[src/rtl/page_tracker_pkg.sv]
package page_tracker_pkg;
  typedef enum logic [1:0] {
    CLS_HIT   = 2'b00,
    CLS_EMPTY = 2'b01,
    CLS_MISS  = 2'b10,
    CLS_NONE  = 2'b11
  } access_class_e;
endpackage

[src/rtl/bank_table.sv]
module bank_table #(
  parameter int NUM_BANKS = 8,
  parameter int ROW_W     = 14,
  localparam int BANK_W   = $clog2(NUM_BANKS)
) (
  input  logic                              clk_i,
  input  logic                              rst_ni,
  input  logic                              act_valid_i,
  input  logic [BANK_W-1:0]                 act_bank_i,
  input  logic [ROW_W-1:0]                  act_row_i,
  input  logic                              pre_valid_i,
  input  logic                              pre_all_i,
  input  logic [BANK_W-1:0]                 pre_bank_i,
  output logic [NUM_BANKS-1:0]              active_o,
  output logic [NUM_BANKS-1:0][ROW_W-1:0]   row_o
);
  logic [NUM_BANKS-1:0]            active_q;
  logic [NUM_BANKS-1:0][ROW_W-1:0] row_q;

  for (genvar b = 0; b < NUM_BANKS; b++) begin : g_bank
    logic act_hit, pre_hit;
    assign act_hit = act_valid_i && (act_bank_i == BANK_W'(b));
    assign pre_hit = pre_valid_i && (pre_all_i || (pre_bank_i == BANK_W'(b)));

    // activation overrides a same-cycle precharge
    always_ff @(posedge clk_i or negedge rst_ni) begin
      if (!rst_ni) begin
        active_q[b] <= 1'b0;
        row_q[b]    <= '0;
      end else if (act_hit) begin
        active_q[b] <= 1'b1;
        row_q[b]    <= act_row_i;
      end else if (pre_hit) begin
        active_q[b] <= 1'b0;
      end
    end
  end

  assign active_o = active_q;
  assign row_o    = row_q;

  a_r5_act_opens: assert property (@(posedge clk_i) disable iff (!rst_ni)
    act_valid_i |=> active_q[$past(act_bank_i)] && (row_q[$past(act_bank_i)] == $past(act_row_i)));

  a_r7_pre_all_idles: assert property (@(posedge clk_i) disable iff (!rst_ni)
    (pre_valid_i && pre_all_i && !act_valid_i) |=> (active_q == '0));

  a_r6_pre_one_idles: assert property (@(posedge clk_i) disable iff (!rst_ni)
    (pre_valid_i && !pre_all_i && !(act_valid_i && act_bank_i == pre_bank_i))
      |=> !active_q[$past(pre_bank_i)]);
endmodule

[src/rtl/page_classifier.sv]
module page_classifier
  import page_tracker_pkg::*;
#(
  parameter int NUM_BANKS = 8,
  parameter int ROW_W     = 14,
  localparam int BANK_W   = $clog2(NUM_BANKS)
) (
  input  logic [NUM_BANKS-1:0]            active_i,
  input  logic [NUM_BANKS-1:0][ROW_W-1:0] row_i,
  input  logic [BANK_W-1:0]               bank_i,
  input  logic [ROW_W-1:0]                req_row_i,
  output access_class_e                   class_o
);
  logic sel_active, row_match;
  assign sel_active = active_i[bank_i];
  assign row_match  = row_i[bank_i] == req_row_i;

  always_comb begin
    if (!sel_active)    class_o = CLS_EMPTY;
    else if (row_match) class_o = CLS_HIT;
    else                class_o = CLS_MISS;
  end
endmodule

[src/rtl/page_tracker.sv]
module page_tracker
  import page_tracker_pkg::*;
#(
  parameter int NUM_BANKS = 8,
  parameter int ROW_W     = 14,
  parameter int T_CL      = 6,
  parameter int T_RCD     = 6,
  parameter int T_RP      = 6,
  localparam int BANK_W   = $clog2(NUM_BANKS),
  localparam int LAT_W    = $clog2(T_RP + T_RCD + T_CL + 1)
) (
  input  logic              clk_i,
  input  logic              rst_ni,
  input  logic              lookup_valid_i,
  input  logic [BANK_W-1:0] lookup_bank_i,
  input  logic [ROW_W-1:0]  lookup_row_i,
  input  logic              act_valid_i,
  input  logic [BANK_W-1:0] act_bank_i,
  input  logic [ROW_W-1:0]  act_row_i,
  input  logic              pre_valid_i,
  input  logic              pre_all_i,
  input  logic [BANK_W-1:0] pre_bank_i,
  output logic              class_valid_o,
  output logic [1:0]        class_o,
  output logic [LAT_W-1:0]  latency_o
);
  localparam logic [LAT_W-1:0] LAT_HIT   = LAT_W'(T_CL);
  localparam logic [LAT_W-1:0] LAT_EMPTY = LAT_W'(T_RCD + T_CL);
  localparam logic [LAT_W-1:0] LAT_MISS  = LAT_W'(T_RP + T_RCD + T_CL);

  logic [NUM_BANKS-1:0]            active;
  logic [NUM_BANKS-1:0][ROW_W-1:0] rows;
  access_class_e                   cls_d;
  logic [LAT_W-1:0]                lat_d;

  logic              valid_q;
  access_class_e     cls_q;
  logic [LAT_W-1:0]  lat_q;

  bank_table #(.NUM_BANKS(NUM_BANKS), .ROW_W(ROW_W)) u_table (
    .clk_i       (clk_i),
    .rst_ni      (rst_ni),
    .act_valid_i (act_valid_i),
    .act_bank_i  (act_bank_i),
    .act_row_i   (act_row_i),
    .pre_valid_i (pre_valid_i),
    .pre_all_i   (pre_all_i),
    .pre_bank_i  (pre_bank_i),
    .active_o    (active),
    .row_o       (rows)
  );

  page_classifier #(.NUM_BANKS(NUM_BANKS), .ROW_W(ROW_W)) u_cls (
    .active_i  (active),
    .row_i     (rows),
    .bank_i    (lookup_bank_i),
    .req_row_i (lookup_row_i),
    .class_o   (cls_d)
  );

  always_comb begin
    unique case (cls_d)
      CLS_HIT:   lat_d = LAT_HIT;
      CLS_EMPTY: lat_d = LAT_EMPTY;
      CLS_MISS:  lat_d = LAT_MISS;
      default:   lat_d = '0;
    endcase
  end

  always_ff @(posedge clk_i or negedge rst_ni) begin
    if (!rst_ni) begin
      valid_q <= 1'b0;
      cls_q   <= CLS_NONE;
      lat_q   <= '0;
    end else if (lookup_valid_i) begin
      valid_q <= 1'b1;
      cls_q   <= cls_d;
      lat_q   <= lat_d;
    end else begin
      valid_q <= 1'b0;
      cls_q   <= CLS_NONE;
      lat_q   <= '0;
    end
  end

  assign class_valid_o = valid_q;
  assign class_o       = cls_q;
  assign latency_o     = lat_q;

  a_r10_follows_lookup: assert property (@(posedge clk_i) disable iff (!rst_ni)
    lookup_valid_i |=> class_valid_o && (class_o != CLS_NONE));

  a_r10_idle_zero: assert property (@(posedge clk_i) disable iff (!rst_ni)
    !class_valid_o |-> (class_o == CLS_NONE) && (latency_o == '0));

  a_r3_idle_bank_empty: assert property (@(posedge clk_i) disable iff (!rst_ni)
    (lookup_valid_i && !active[lookup_bank_i]) |=> (class_o == CLS_EMPTY) && (latency_o == LAT_EMPTY));

  a_r2_hit_latency: assert property (@(posedge clk_i) disable iff (!rst_ni)
    (class_valid_o && class_o == CLS_HIT) |-> latency_o == LAT_HIT);

  a_r4_miss_latency: assert property (@(posedge clk_i) disable iff (!rst_ni)
    (class_valid_o && class_o == CLS_MISS) |-> latency_o == LAT_MISS);
endmodule

[config.mk]
export PLATFORM = sky130hd
export DESIGN_NAME = page_tracker
export DESIGN_NICKNAME = d
export VERILOG_FILES = /design/src/rtl/page_tracker_pkg.sv /design/src/rtl/bank_table.sv /design/src/rtl/page_classifier.sv /design/src/rtl/page_tracker.sv
export SDC_FILE = /design/constraint.sdc
export NUM_CORES = 1
export LEC_CHECK = 0
export CAP_MARGIN = 10
export CORE_UTILIZATION = 32
export DETAILED_ROUTE_END_ITERATION = 10
export DONT_BUFFER_PORTS = 1
export PLACE_DENSITY = 0.5
export SLEW_MARGIN = 20
export SYNTH_ARGS = -nofsm -noshare
export SYNTH_HDL_FRONTEND = slang
export SYNTH_SLANG_ARGS = --single-unit
[constraint.sdc]
create_clock -name clk_i -period 4.6 [get_ports clk_i]
set_input_delay 0.23 -clock clk_i [delete_from_list [all_inputs] [get_ports clk_i]]
set_output_delay 0.23 -clock clk_i [all_outputs]
set_load 0.03 [all_outputs]
# After elaboration in Yosys (flattened, before gate mapping)
# Cells that the tools add are included.
# totals
ff_bits	128
latch_bits	0
mem_bits_rw	0
rom_bits	0
in_bits	43
wordCells	98
mem_count	0
# op_classes
addsub	0
mul	0
div_mod_pow	0
magnitude_cmp	1
n_eq_ne	17
n_shift	0
muxes	26
bitwise	0
n_reduce_logical	35
# op_table
operator	n
$bmux 14 s3	1
$eq 3x3->1 const B	8
$mux 1	18
$logic_and 1x1->1	16
$reduce_bool 2->1	8
$pmux 5 s3	1
$eq 14x14->1	1
$mux 14	1
$eq 3x2->1 const B	4
$logic_or 1x1->1	8
$eq 3x1->1 const B	2
$logic_not 3->1	2
$mux 2	3
$mux 5	1
$lt 3x4->1 const B	1
$bmux 1 s3	1
$eq 2x1->1 const B	1
$eq 2x2->1 const B	1
$logic_not 2->1	1

# Longest topological paths before layout
# logic_depth
word_depth	8
ltp_mapped	8
mapped_depth_nobuf	6

# Cells and area by module
# Synthesis repeated with hierarchy kept, for this count alone.
# hier_totals
hier_cells	393
hier_area_um2	6072.1
# modules_own_cells
module	n_inst	cells_per_inst	area_per_inst_um2
bank_table	1	277	4744.6
page_classifier	1	101	1096.1
page_tracker	1	15	231.5

# Worst setup path after synthesis
# Ideal clock, no wire load.
# synth_path
path_kind	input to register
startpoint	input port lookup_bank_i[1]
endpoint	register lat_q[4], in the netlist latency_o[4]
setup_ps	134
arrival_time_ps	1605
required_time_ps	4466
slack_ps	2862
cell_stages	8
path_buffers	2
cell_sequence	buf_6 buf_12 mux2i_1 mux4_2 xor2_1 nand3_1 nor4_1 a31oi_1
# synth_between
elab_chain_cells	8
# synth_lines
element	line_no	rtl
from (decl)	page_tracker.sv:15	input logic [BANK_W-1:0] lookup_bank_i,
$bmux 14 s3	page_classifier.sv:16	assign row_match = row_i[bank_i] == req_row_i;
$mux 14 (implied by the code)	page_classifier.sv:16	
$eq 14x14->1	page_classifier.sv:16	
$mux 2	page_classifier.sv:20	else if (row_match) class_o = CLS_HIT;
$mux 2 (*)	page_classifier.sv:19	if (!sel_active) class_o = CLS_EMPTY;
$eq 2x2->1 (tied with other cells)	page_tracker.sv:62	unique case (cls_d)
$pmux 5 s3 (*)	page_tracker.sv:62	
$mux 5 (*)	page_tracker.sv:75	end else if (lookup_valid_i) begin
to (signal assigned)	page_tracker.sv:78	lat_q <= lat_d;
to (decl)	page_tracker.sv:38	logic [LAT_W-1:0] lat_q;
# Every way passes the cells marked *; elsewhere a longest branch is shown, timed or not. The select of a mux whose other input is x is not followed.
# A chain may end at the register's enable or synchronous reset.

# Final worst setup path
# layout_path
startpoint	register u_table.row_q (netlist bit u_table.row_o[75])
endpoint	register lat_q[4], in the netlist latency_o[4]
# layout_between
elab_chain_cells	8
# layout_lines
element	line_no	rtl
from (decl)	bank_table.sv:18	logic [NUM_BANKS-1:0][ROW_W-1:0] row_q;
from (signal, indexed assignment)	bank_table.sv:32	row_q[b] <= act_row_i;
$bmux 14 s3 (*)	page_classifier.sv:16	
$mux 14 (implied by the code) (*)	page_classifier.sv:16	
$eq 14x14->1 (*)	page_classifier.sv:16	
$mux 2 (*)	page_classifier.sv:20	
$mux 2 (*)	page_classifier.sv:19	
$eq 2x2->1 (tied with other cells)	page_tracker.sv:62	
$pmux 5 s3 (*)	page_tracker.sv:62	
$mux 5 (*)	page_tracker.sv:75	
# Marks and branches as above.

==> summary.txt <==
STA
  • Setup total negative slack: 0 ps
  • Clock skew: 5.09 ps
  • Final setup fails: 0
  • Least-Margin Pin Slew: 663 ps
  • Achievable frequency: 555 MHz
  • RSZ-0062 raised after global routing: no
  • Hold Violations, Final: 0
  • Fin. max-slew vios: 0
  • Post-route minimum period: 1800 ps
  • Max-slew headroom: 55.8%
  • Fin crit share: 39.2%
  • Hold Slack: 20.2 ps

Finish
  • Register area: 3180 um^2
  • Area delta synth->final: 17.4%
  • Fill cells: 1,720
  • Nets: 471
  • Ant. Diodes: 0
  • Area of the multi-input gates: 2610 um^2
  • Layout cells sized above 1: 39.9%

Clock tree
  • Htree depth: 4
  • Post-CTS setup buffers: 0
  • TritonCTS Buffers: 17
  • Worst-path clk slew: 50 ps
  • Clock Path Buffers: 2
  • Clock Sinks: 127
  • CTS tree: done
  • Clock Latency Late Sink: 420 ps
  • Clock Tree Root: clkbuf_16

Die
  • DIE AREA: 19,200 um^2
  • Row count: 49
  • Starting density of the core: 32.9%
  • Chip width: 139 um
  • Chip Height: 139 um
  • I/O pin count: 51
  • Core area: 18,100 um^2

Worst hold path
  • Endpoint, Worst Hold: u_table.active_o[4]
  • WHS Path Cells: 2
  • Hold/Removal Path Class: input port to register
  • Hold path start: pre_valid_i

Yosys
  • Predominant post-synthesis flop cell: dfrtp_1
  • Yosys reg bits: 127
  • Register area share after synthesis: 53.3%
  • Library cells used by synthesis: 41
  • Syn avg cell area: 14.7 um^2
  • Ys Warns: 0
  • Net Count, Synth: 449
  • Cell Area, Synth: 5970 um^2
  • Synth async-reset ratio: 100%
  • Syn Inst Count: 406
  • Number of synthesized flops with an enable pin: 0

Placed design
  • Port bufs: 0
  • Placer Congestion: 0.747
  • HPWL Detailed: 8.63 mm

Detailed routing
  • Initial DRC count: 219
  • Final antenna-violating net count: 0
  • DR WL met2: 6.84 mm
  • Pre-Repair DR Iteration Count: 7
  • DRC viols: 6
  • Via density: 5.17
  • DRT Wirelength: 14.0 mm
  • Via count: 3,467
  • M1 wire length: 6.33 mm
  • Met3 WL: 620 um
  • WL/cell: 20.9 um
  • Max Used Layer: met4

Global route
  • Global Route Usage Sum: 15.8%
  • Largest net degree at the start of global routing: 128
  • Global-route wire length before repair: 22.5 mm
  • Initial antenna violation count: 0
  • GRT overflow: 0
  • Vias in the first global route: 3,797

Worst setup path
  • FF-to-FF End: latency_o[4]
  • R2R setup slack: 2800 ps
  • Critical Path End Type: register
  • R2R Path Start: u_table.row_o[75]
  • R2R cell count: 6
  • Arr. time, crit path: 2080 ps
  • Crit Path Class: register to register
  • Critical Path Start Type: register
  • Critical path data required time: 4880 ps
  • Max FO, Critical Path: 2

Power and ir drop
  • Worst VDD drop: 0.000237 V
  • Leakage: 0.00304 uW
  • Power per Cell Area: 495 nW/um^2

Outcome
  • Outcome: finished with violations
  • Failing checks: DRC

Job
  • Max capacitance violation total: 0
-- final cells by class --
cell class	count	area share [%]
clock buffers	20	6.66
clock inverters	12	2.68
inverters	5	0.268
multi-input cells	251	37.3
flip-flops and latches	127	45.4
well taps	229	4.09
repair buffers	26	3.68
-- routing by layer --
layer	vias to the layer above	track usage, %
met5	-	0
met4	0	5.85
met3	13	4.04
met2	52	25.6
met1	1847	20.4
li1	1555	-
-- registers in the layout, indices dropped and copies added (netlist names) --
| signal | cells |
|---|---|
| class_o | 2 |
| class_valid_o | 1 |
| latency_o | 4 |
| u_table.active_o | 8 |
| u_table.row_o | 112 |
-- repair_timing --
item	4_1_cts	5_1_grt
hold buffers	18	0
endpoints found under the setup margin	0	0
hold endpoints to repair	242	0
resized for setup	0	0
-- how the worst max path moves through the flow --
stage | end | start | cells past startpoint
after floorplan | latency_o[4] | lookup_bank_i[1] | 8
after global routing | latency_o[4] | u_table.row_o[19] | 6
after detailed placement | latency_o[4] | u_table.row_o[103] | 6
final | latency_o[4] | u_table.row_o[75] | 6
after CTS | latency_o[4] | u_table.row_o[75] | 6
after global placement | latency_o[4] | u_table.row_o[5] | 6
-- worst max-delay path, cell delays in order (launching register included) --
cell	delay, ps
dfrtp_1	350
mux2i_1	70
mux4_2	500
xor2_1	220
nand3_1	150
nor4_1	260
a31oi_1	130
-- cells by family after synthesis --
| kind of cell | after synthesis | share of synthesized area [%] |
|---|---|---|
| muxes | 171 | 34.2 |
| DFF | 127 | 53.3 |
| and+or+nand+nor | 34 | 3.67 |
| AOI/OAI and AO/OA | 32 | 3.81 |
| buffers and inverters | 28 | 3.08 |
| xor gates and xnor gates | 13 | 1.91 |
| other | 1 | 0.0628 |
-- power by group --
group	internal, uW	switching (uW)	leakage, uW	total (uW)
Clock	998	482	0.000325	1480
Combinational	312	206	0.00118	517
Sequential	1350	120	0.00153	1470
-- Yosys cell counts, types with 2 or more instances --
master / number / area, um^2
a21o_1: 4 / 30.0
a221oi_1: 3 / 26.3
a221oi_2: 2 / 30.0
a31oi_1: 5 / 31.3
buf_12: 2 / 40.0
buf_2: 7 / 35.0
buf_6: 3 / 33.8
clkbuf_1: 9 / 33.8
dfrtp_1: 125 / 3130
dfstp_2: 2 / 52.6
inv_1: 5 / 18.8
mux2_1: 14 / 158
mux2_2: 110 / 1240
mux2i_1: 33 / 330
mux4_2: 14 / 315
nand2_1: 9 / 33.8
nand2b_1: 3 / 18.8
nand4b_1: 3 / 26.3
nor3_1: 4 / 20.0
nor3_2: 3 / 30.0
nor3b_2: 2 / 25.0
o21ai_0: 9 / 45.0
o22ai_1: 6 / 37.5
xor2_1: 12 / 105
-- cells in the final DEF (no fill, tap or decap), types with 3 or more instances in the layout --
| cell | netlist | routed |
|---|---|---|
| dfrtp_1 | 125 | 125 |
| mux2_2 | 110 | 110 |
| mux2i_1 | 33 | 33 |
| clkbuf_16 | 0 | 17 |
| dlygate4sd3_1 | 0 | 17 |
| mux4_2 | 14 | 14 |
| mux2_1 | 14 | 14 |
| xor2_1 | 12 | 12 |
| nand2_1 | 9 | 9 |
| o21ai_0 | 9 | 9 |
| buf_4 | 1 | 8 |
| o22ai_1 | 6 | 6 |
| clkinv_2 | 0 | 6 |
| inv_1 | 5 | 5 |
| a31oi_1 | 5 | 5 |
| bufinv_16 | 0 | 5 |
| nor3_2 | 3 | 4 |
| a21o_1 | 4 | 4 |
| nand2b_1 | 3 | 3 |
| a221oi_1 | 3 | 3 |
| nor3_1 | 4 | 3 |
| nand4b_1 | 3 | 3 |
| clkbuf_8 | 0 | 3 |
-- through the flow --
step	power, uW	area [um^2]	utilization, %	setup WS, ps	std cells
CTS	3510	7010	38.6	2810	670
global route	3630	7010	38.6	2660	670
detailed placement	1970	6160	33.9	2820	620
finish	3470	7010	38.6	2800	670
global placement	1940	6160	33.9	2850	620
floorplan	1870	5970	-	2860	406
(Power assumes the default switching activity.)
